$ cat src/rtl/usbsig_pkg.sv
package usbsig_pkg;

  typedef enum logic [1:0] {
    PH_IDLE = 2'b00,
    PH_WAKE = 2'b01,
    PH_DISC = 2'b10
  } phase_e;

  localparam logic [1:0] DEV_SUSP = 2'b00;
  localparam logic [1:0] DEV_IDLE = 2'b01;

  typedef struct packed {
    logic startWake;
    logic startDisc;
  } ctrlStrobe_t;

endpackage

$ cat src/rtl/usbsig_dp.sv
module usbsig_dp
  import usbsig_pkg::*;
#(
  parameter int CLK_MHZ   = 60,
  parameter int JITTER_US = 10,
  parameter int WAKE_W    = 5
) (
  input  logic              clk,
  input  logic              rstN,
  input  ctrlStrobe_t       strobe,
  input  logic              isHighSpeed,
  input  logic [1:0]        devState,
  input  logic [WAKE_W-1:0] wakeMs,
  output logic              expire
);

  localparam int HS_SUSP_US = 1003 + JITTER_US;
  localparam int HS_IDLE_US = 3003 + JITTER_US;
  localparam int HS_ACT_US  = 125 + JITTER_US;
  localparam int FS_SUSP_US = 1003 + JITTER_US;
  localparam int FS_REST_US = 3 + JITTER_US;
  localparam int MAX_US     = (HS_IDLE_US > 15000) ? HS_IDLE_US : 15000;
  localparam int US_W       = $clog2(MAX_US + 1);
  localparam int PRE_W      = (CLK_MHZ > 1) ? $clog2(CLK_MHZ) : 1;

  function automatic int discUsFor(int idx);
    int us;
    if (idx >= 4) begin
      if (idx == 4)      us = HS_SUSP_US;
      else if (idx == 5) us = HS_IDLE_US;
      else               us = HS_ACT_US;
    end else begin
      if (idx == 0) us = FS_SUSP_US;
      else          us = FS_REST_US;
    end
    return us;
  endfunction

  logic [US_W-1:0] discLut [8];
  generate
    for (genvar gi = 0; gi < 8; gi++) begin : g_lut
      assign discLut[gi] = US_W'(discUsFor(gi));
    end
  endgenerate

  logic [US_W-1:0]   discSel, wakeUs, loadUs, usTarget, usCnt;
  logic [WAKE_W-1:0] msClamped;
  logic [PRE_W-1:0]  preCnt;
  logic              running, preWrap;

  assign discSel = discLut[{isHighSpeed, devState}];

  always_comb begin
    if (wakeMs == '0)                  msClamped = WAKE_W'(1);
    else if (wakeMs > WAKE_W'(15))     msClamped = WAKE_W'(15);
    else                               msClamped = wakeMs;
  end

  assign wakeUs  = US_W'(US_W'(msClamped) * US_W'(1000));
  assign loadUs  = strobe.startDisc ? discSel : wakeUs;
  assign preWrap = (preCnt == PRE_W'(CLK_MHZ - 1));
  assign expire  = running && preWrap && (usCnt == US_W'(usTarget - US_W'(1)));

  always_ff @(posedge clk) begin
    if (!rstN) begin
      running  <= 1'b0;
      preCnt   <= '0;
      usCnt    <= '0;
      usTarget <= '0;
    end else if (strobe.startDisc || strobe.startWake) begin
      running  <= 1'b1;
      preCnt   <= '0;
      usCnt    <= '0;
      usTarget <= loadUs;
    end else if (running) begin
      if (expire) running <= 1'b0;
      if (preWrap) begin
        preCnt <= '0;
        usCnt  <= usCnt + US_W'(1);
      end else begin
        preCnt <= preCnt + PRE_W'(1);
      end
    end
  end

  // the captured duration does not move while the count runs
  assert_target_latched_R6: assert property (@(posedge clk) disable iff (!rstN)
    (running && $past(running)) |-> $stable(usTarget));

  // the elapsed microsecond count stays below the captured target
  assert_count_bound_R3: assert property (@(posedge clk) disable iff (!rstN)
    running |-> (usCnt < usTarget));

endmodule

$ cat src/rtl/usbsig_ctrl.sv
module usbsig_ctrl
  import usbsig_pkg::*;
(
  input  logic        clk,
  input  logic        rstN,
  input  logic        wakeReq,
  input  logic        discReq,
  input  logic [1:0]  devState,
  input  logic        expire,
  output ctrlStrobe_t strobe,
  output logic        resumeOut,
  output logic        disconnectOut,
  output logic        busy,
  output logic        done
);

  phase_e phase;
  logic   doneQ;

  always_comb begin
    strobe = '0;
    if (phase == PH_IDLE) begin
      if (discReq)                             strobe.startDisc = 1'b1;
      else if (wakeReq && devState == DEV_SUSP) strobe.startWake = 1'b1;
    end
  end

  always_ff @(posedge clk) begin
    if (!rstN) begin
      phase <= PH_IDLE;
      doneQ <= 1'b0;
    end else begin
      doneQ <= 1'b0;
      case (phase)
        PH_IDLE: begin
          if (strobe.startDisc)      phase <= PH_DISC;
          else if (strobe.startWake) phase <= PH_WAKE;
        end
        PH_WAKE, PH_DISC: begin
          if (expire) begin
            phase <= PH_IDLE;
            doneQ <= 1'b1;
          end
        end
        default: phase <= PH_IDLE;
      endcase
    end
  end

  assign resumeOut     = (phase == PH_WAKE);
  assign disconnectOut = (phase == PH_DISC);
  assign busy          = (phase != PH_IDLE);
  assign done          = doneQ;

  assert_lines_exclusive_R9: assert property (@(posedge clk) disable iff (!rstN)
    !(resumeOut && disconnectOut));

  assert_done_single_R8: assert property (@(posedge clk) disable iff (!rstN)
    done |=> !done);

  assert_done_on_release_R8: assert property (@(posedge clk) disable iff (!rstN)
    $fell(busy) |-> done);

  assert_wake_from_suspend_R2: assert property (@(posedge clk) disable iff (!rstN)
    $rose(resumeOut) |-> ($past(devState) == DEV_SUSP));

  assert_no_start_when_busy_R7: assert property (@(posedge clk) disable iff (!rstN)
    (busy && !expire) |=> $stable(phase));

endmodule

$ cat src/rtl/usbsig_timer.sv
module usbsig_timer
  import usbsig_pkg::*;
#(
  parameter int CLK_MHZ   = 60,
  parameter int JITTER_US = 10,
  parameter int WAKE_W    = 5
) (
  input  logic              clk,
  input  logic              rstN,
  input  logic              wakeReq,
  input  logic              discReq,
  input  logic              isHighSpeed,
  input  logic [1:0]        devState,
  input  logic [WAKE_W-1:0] wakeMs,
  output logic              resumeOut,
  output logic              disconnectOut,
  output logic              busy,
  output logic              done
);

  ctrlStrobe_t strobe;
  logic        expire;

  usbsig_ctrl u_ctrl (
    .clk(clk), .rstN(rstN), .wakeReq(wakeReq), .discReq(discReq),
    .devState(devState), .expire(expire), .strobe(strobe),
    .resumeOut(resumeOut), .disconnectOut(disconnectOut),
    .busy(busy), .done(done)
  );

  usbsig_dp #(.CLK_MHZ(CLK_MHZ), .JITTER_US(JITTER_US), .WAKE_W(WAKE_W)) u_dp (
    .clk(clk), .rstN(rstN), .strobe(strobe), .isHighSpeed(isHighSpeed),
    .devState(devState), .wakeMs(wakeMs), .expire(expire)
  );

endmodule

$ cat config.mk
export PLATFORM = sky130hd
export DESIGN_NAME = usbsig_timer
export DESIGN_NICKNAME = d
export VERILOG_FILES = /design/src/rtl/usbsig_pkg.sv /design/src/rtl/usbsig_dp.sv /design/src/rtl/usbsig_ctrl.sv /design/src/rtl/usbsig_timer.sv
export SDC_FILE = /design/constraint.sdc
export NUM_CORES = 1
export LEC_CHECK = 0
export BUFFER_PORTS_ARGS = -buffer_cell sky130_fd_sc_hd__buf_2
export CAP_MARGIN = 30
export CELL_PAD_IN_SITES_DETAIL_PLACEMENT = 1
export CELL_PAD_IN_SITES_GLOBAL_PLACEMENT = 1
export CORE_UTILIZATION = 43
export DETAILED_ROUTE_END_ITERATION = 10
export PLACE_DENSITY_LB_ADDON = 0.1
export SKIP_CTS_REPAIR_TIMING = 1
export SLEW_MARGIN = 10
export SYNTH_ARGS = -nofsm -noshare
export SYNTH_HDL_FRONTEND = slang
export SYNTH_HIERARCHICAL = 1
export SYNTH_SLANG_ARGS = --single-unit
$ cat constraint.sdc
create_clock -name clk -period 12.1 [get_ports clk]
set_clock_uncertainty 0.05 [all_clocks]
set_input_delay 1.815 -clock clk [delete_from_list [all_inputs] [get_ports clk]]
set_output_delay 1.815 -clock clk [all_outputs]
set_load 0.01 [all_outputs]
==> reports/results.ini <==
[status]
status = finished clean

[cells_and_area]
drive_above_1_share = 0.0924
syn_to_final_growth_pct = 8.39
regArea_um2 = 741
fin_area_um2 = 3120
layout_commonest_cell = dfxtp_1
layout.nets = 406
n_fill_cell = 802
antennaDiodeCount = 0
multi_input_area_um2 = 2010
final_cell_mix = dfxtp_1 (37), nor2_1 (31), inv_1 (29)

[global_route]
grt_max_degree = 18
grt_pass1_vias = 2425
overflow = 0
grt_pass1_wl_mm = 11.2
antenna_found_initial = 0
grt.total_usage = 0.197

[sta]
relSlewSlack = 0.538
min_period_over_period = 0.418
rsz0062_at_grt = false
setup_slack_ns = 7.04
slew_violations = 0
clock.fmax_mhz = 198
setup_viol = 0
min_period_ns = 5.06
hold_viol_final = 0
finalSetupTns_ns = 0
worstMarginPinSlew_ns = 0.686

[floorplan]
pin_count = 16
die_y_um = 83.8
rows = 29
start_util = 0.448
core_area_um2 = 6420
die_area_um2 = 7020
die_w_um = 83.8

[worst_setup_path]
path_class = input pin to flip-flop
cp_max_fo = 5
crit_path_start = wakeMs[4]
start_kind = input pin
setup.worst_path.end_class = flip-flop
r2r-start = u_dp/usTarget[2]$_SDFFE_PN0P_
rrSetupSlack_ns = 9.36
worstPathArrival_ns = 5.17
cp_data_required_time_ns = 12.22

[clock_tree]
clock_latency_ns = 0.28
numCtsBuffers = 5
root_buffer = clkbuf_8
cts_tree = yes
path_clk_slew_ns = 0.07
cts.htree.levels = 2
cts.sink_count = 37
clockBufferDepth = 2

[power]
peakVddDrop_v = 0.0000476
p_leak_nw = 1.30
p_seq_frac = 0.361
powerDensity_nw_per_um2 = 122
p_int_w = 0.000239
switching_power_w = 0.000141
clkPwrFrac = 0.219
netSwitchingFraction = 0.371
combinationalPowerShare = 0.420

[placed_design]
place_area_um2 = 3040
port_buffers = 15
dpl_worst_slack_ns = 6.73
gp_congestion = 0.749
dp_hpwl_mm = 5.13

[yosys]
synth_area_per_cell_um2 = 8.51
synth_mux_area_frac = 0.0213
synth_compound_area_frac = 0.112
synth_edf_count = 0
yosys_warnings = 6
synth_xor_area_frac = 0.116
ys_seq_area_frac = 0.257
synthArstFlopShare = 0
ys_types = 54
yosys.area_share.simple = 0.251
synth_top_family_by_area = simple AND/OR/NAND/NOR gates
synth_flop_cell = dfxtp_1
synthesis.area_um2 = 2880
synth.ff_latch_count = 37
netlist_instances = 338
synthAdderAreaFrac = 0.191

[worst_hold_path]
worstHoldPathType = flip-flop to flip-flop
hold_path_startpoint = u_ctrl/phase[1]$_SDFFE_PN0P_

[routing]
routed_wl_mm = 6.33
first_pass_iters = 4
drc = 0
drt_iter0_markers = 67
post_drt_wl_per_cell_um = 14.6
dr_total_vias = 2316
ant_nets = 0
via_per_inst = 5.34

[flow_run]
drv_cap = 0

## metal layers
metal	track usage	part of all wire	up-vias
li1	-	-	1199
met1	0.236	0.47	1102
met2	0.366	0.51	13
met3	0.0297	0.011	2
met4	0.0470	0.0068	0
met5	0	0	-
## Yosys cell counts (5+ instances only)
library cell	number	area share
a21oi_1	8	0.014
and2_1	6	0.013
and3_1	5	0.011
clkbuf_1	7	0.0091
dfxtp_1	37	0.26
fa_1	10	0.070
ha_1	28	0.12
inv_1	29	0.038
mux2i_1	5	0.017
nand2_1	13	0.017
nand3_1	11	0.019
nand4_1	12	0.026
nor2_1	31	0.040
nor2b_1	9	0.020
nor3_1	13	0.023
o21ai_0	15	0.026
or3_1	7	0.015
xnor2_1	23	0.070
xor2_1	15	0.046
## path summary, 6_finish.rpt
kind                            cells past startpoint                             end
worst min register to register                      2    u_ctrl/phase[1]$_SDFFE_PN0P_
worst min-delay path                                2    u_ctrl/phase[1]$_SDFFE_PN0P_
worst max register to register                     10    u_ctrl/phase[1]$_SDFFE_PN0P_
worst max-delay path                               11  u_dp/usTarget[11]$_SDFFE_PN0P_
## worst max-delay path, cell delays in order
cell and delay [ns]:
buf_2 0.12, or2_2 0.35, fa_1 0.57, fa_1 0.56, inv_1 0.05, fa_1 0.53, inv_1 0.04, ha_1 0.34
a311oi_1 0.33, nor3b_1 0.09, o311a_1 0.36
## area by class of cell
cell class                 instances  share of cell area
sequential                        37               0.237
tap                               77              0.0309
clock inverter                     2             0.00321
inverter                          29              0.0349
multi-input combinational        267               0.644
clock buffer                       6              0.0233
timing repair buffer              16              0.0265
## through the flow
step | instances | power [W] | hold slack, ns | util
floorplan | 341 | 0.000266 | 0.426 | -
global placement | 426 | 0.000295 | 0.458 | 0.473
detailed placement | 426 | 0.000302 | 0.470 | 0.473
CTS | 434 | 0.000387 | 0.482 | 0.486
global route | 434 | 0.000415 | 0.495 | 0.486
finish | 434 | 0.000380 | 0.470 | 0.486
## registers in the layout, indices dropped and copies added, names as in the netlist
register	flops
u_dp/usTarget	13
u_ctrl/done	1
u_dp/running	1
u_dp/preCnt	6
u_ctrl/phase	2
u_dp/usCnt	14
## power groups by stage
stage                     registers [W]  clock network (W)  logic (W)
final                          0.000137          0.0000833   0.000160
after global placement         0.000140                  0   0.000156
after floorplan                0.000137                  0   0.000129
after CTS                      0.000137          0.0000879   0.000162
after detailed placement       0.000140                  0   0.000162
after global routing           0.000138          0.0000928   0.000184
## cells by family after synthesis
| family | after synthesis |
|---|---|
| AO/OA/AOI/OAI | 48 |
| XOR/XNOR | 38 |
| adder cells (fa/ha/maj) | 38 |
| buffers and inverters | 37 |
| flip-flops | 37 |
| multiplexers | 6 |
| other | 2 |
| AND/OR/NAND/NOR | 132 |
No activity file was read; power rests on OpenSTA's default activity.
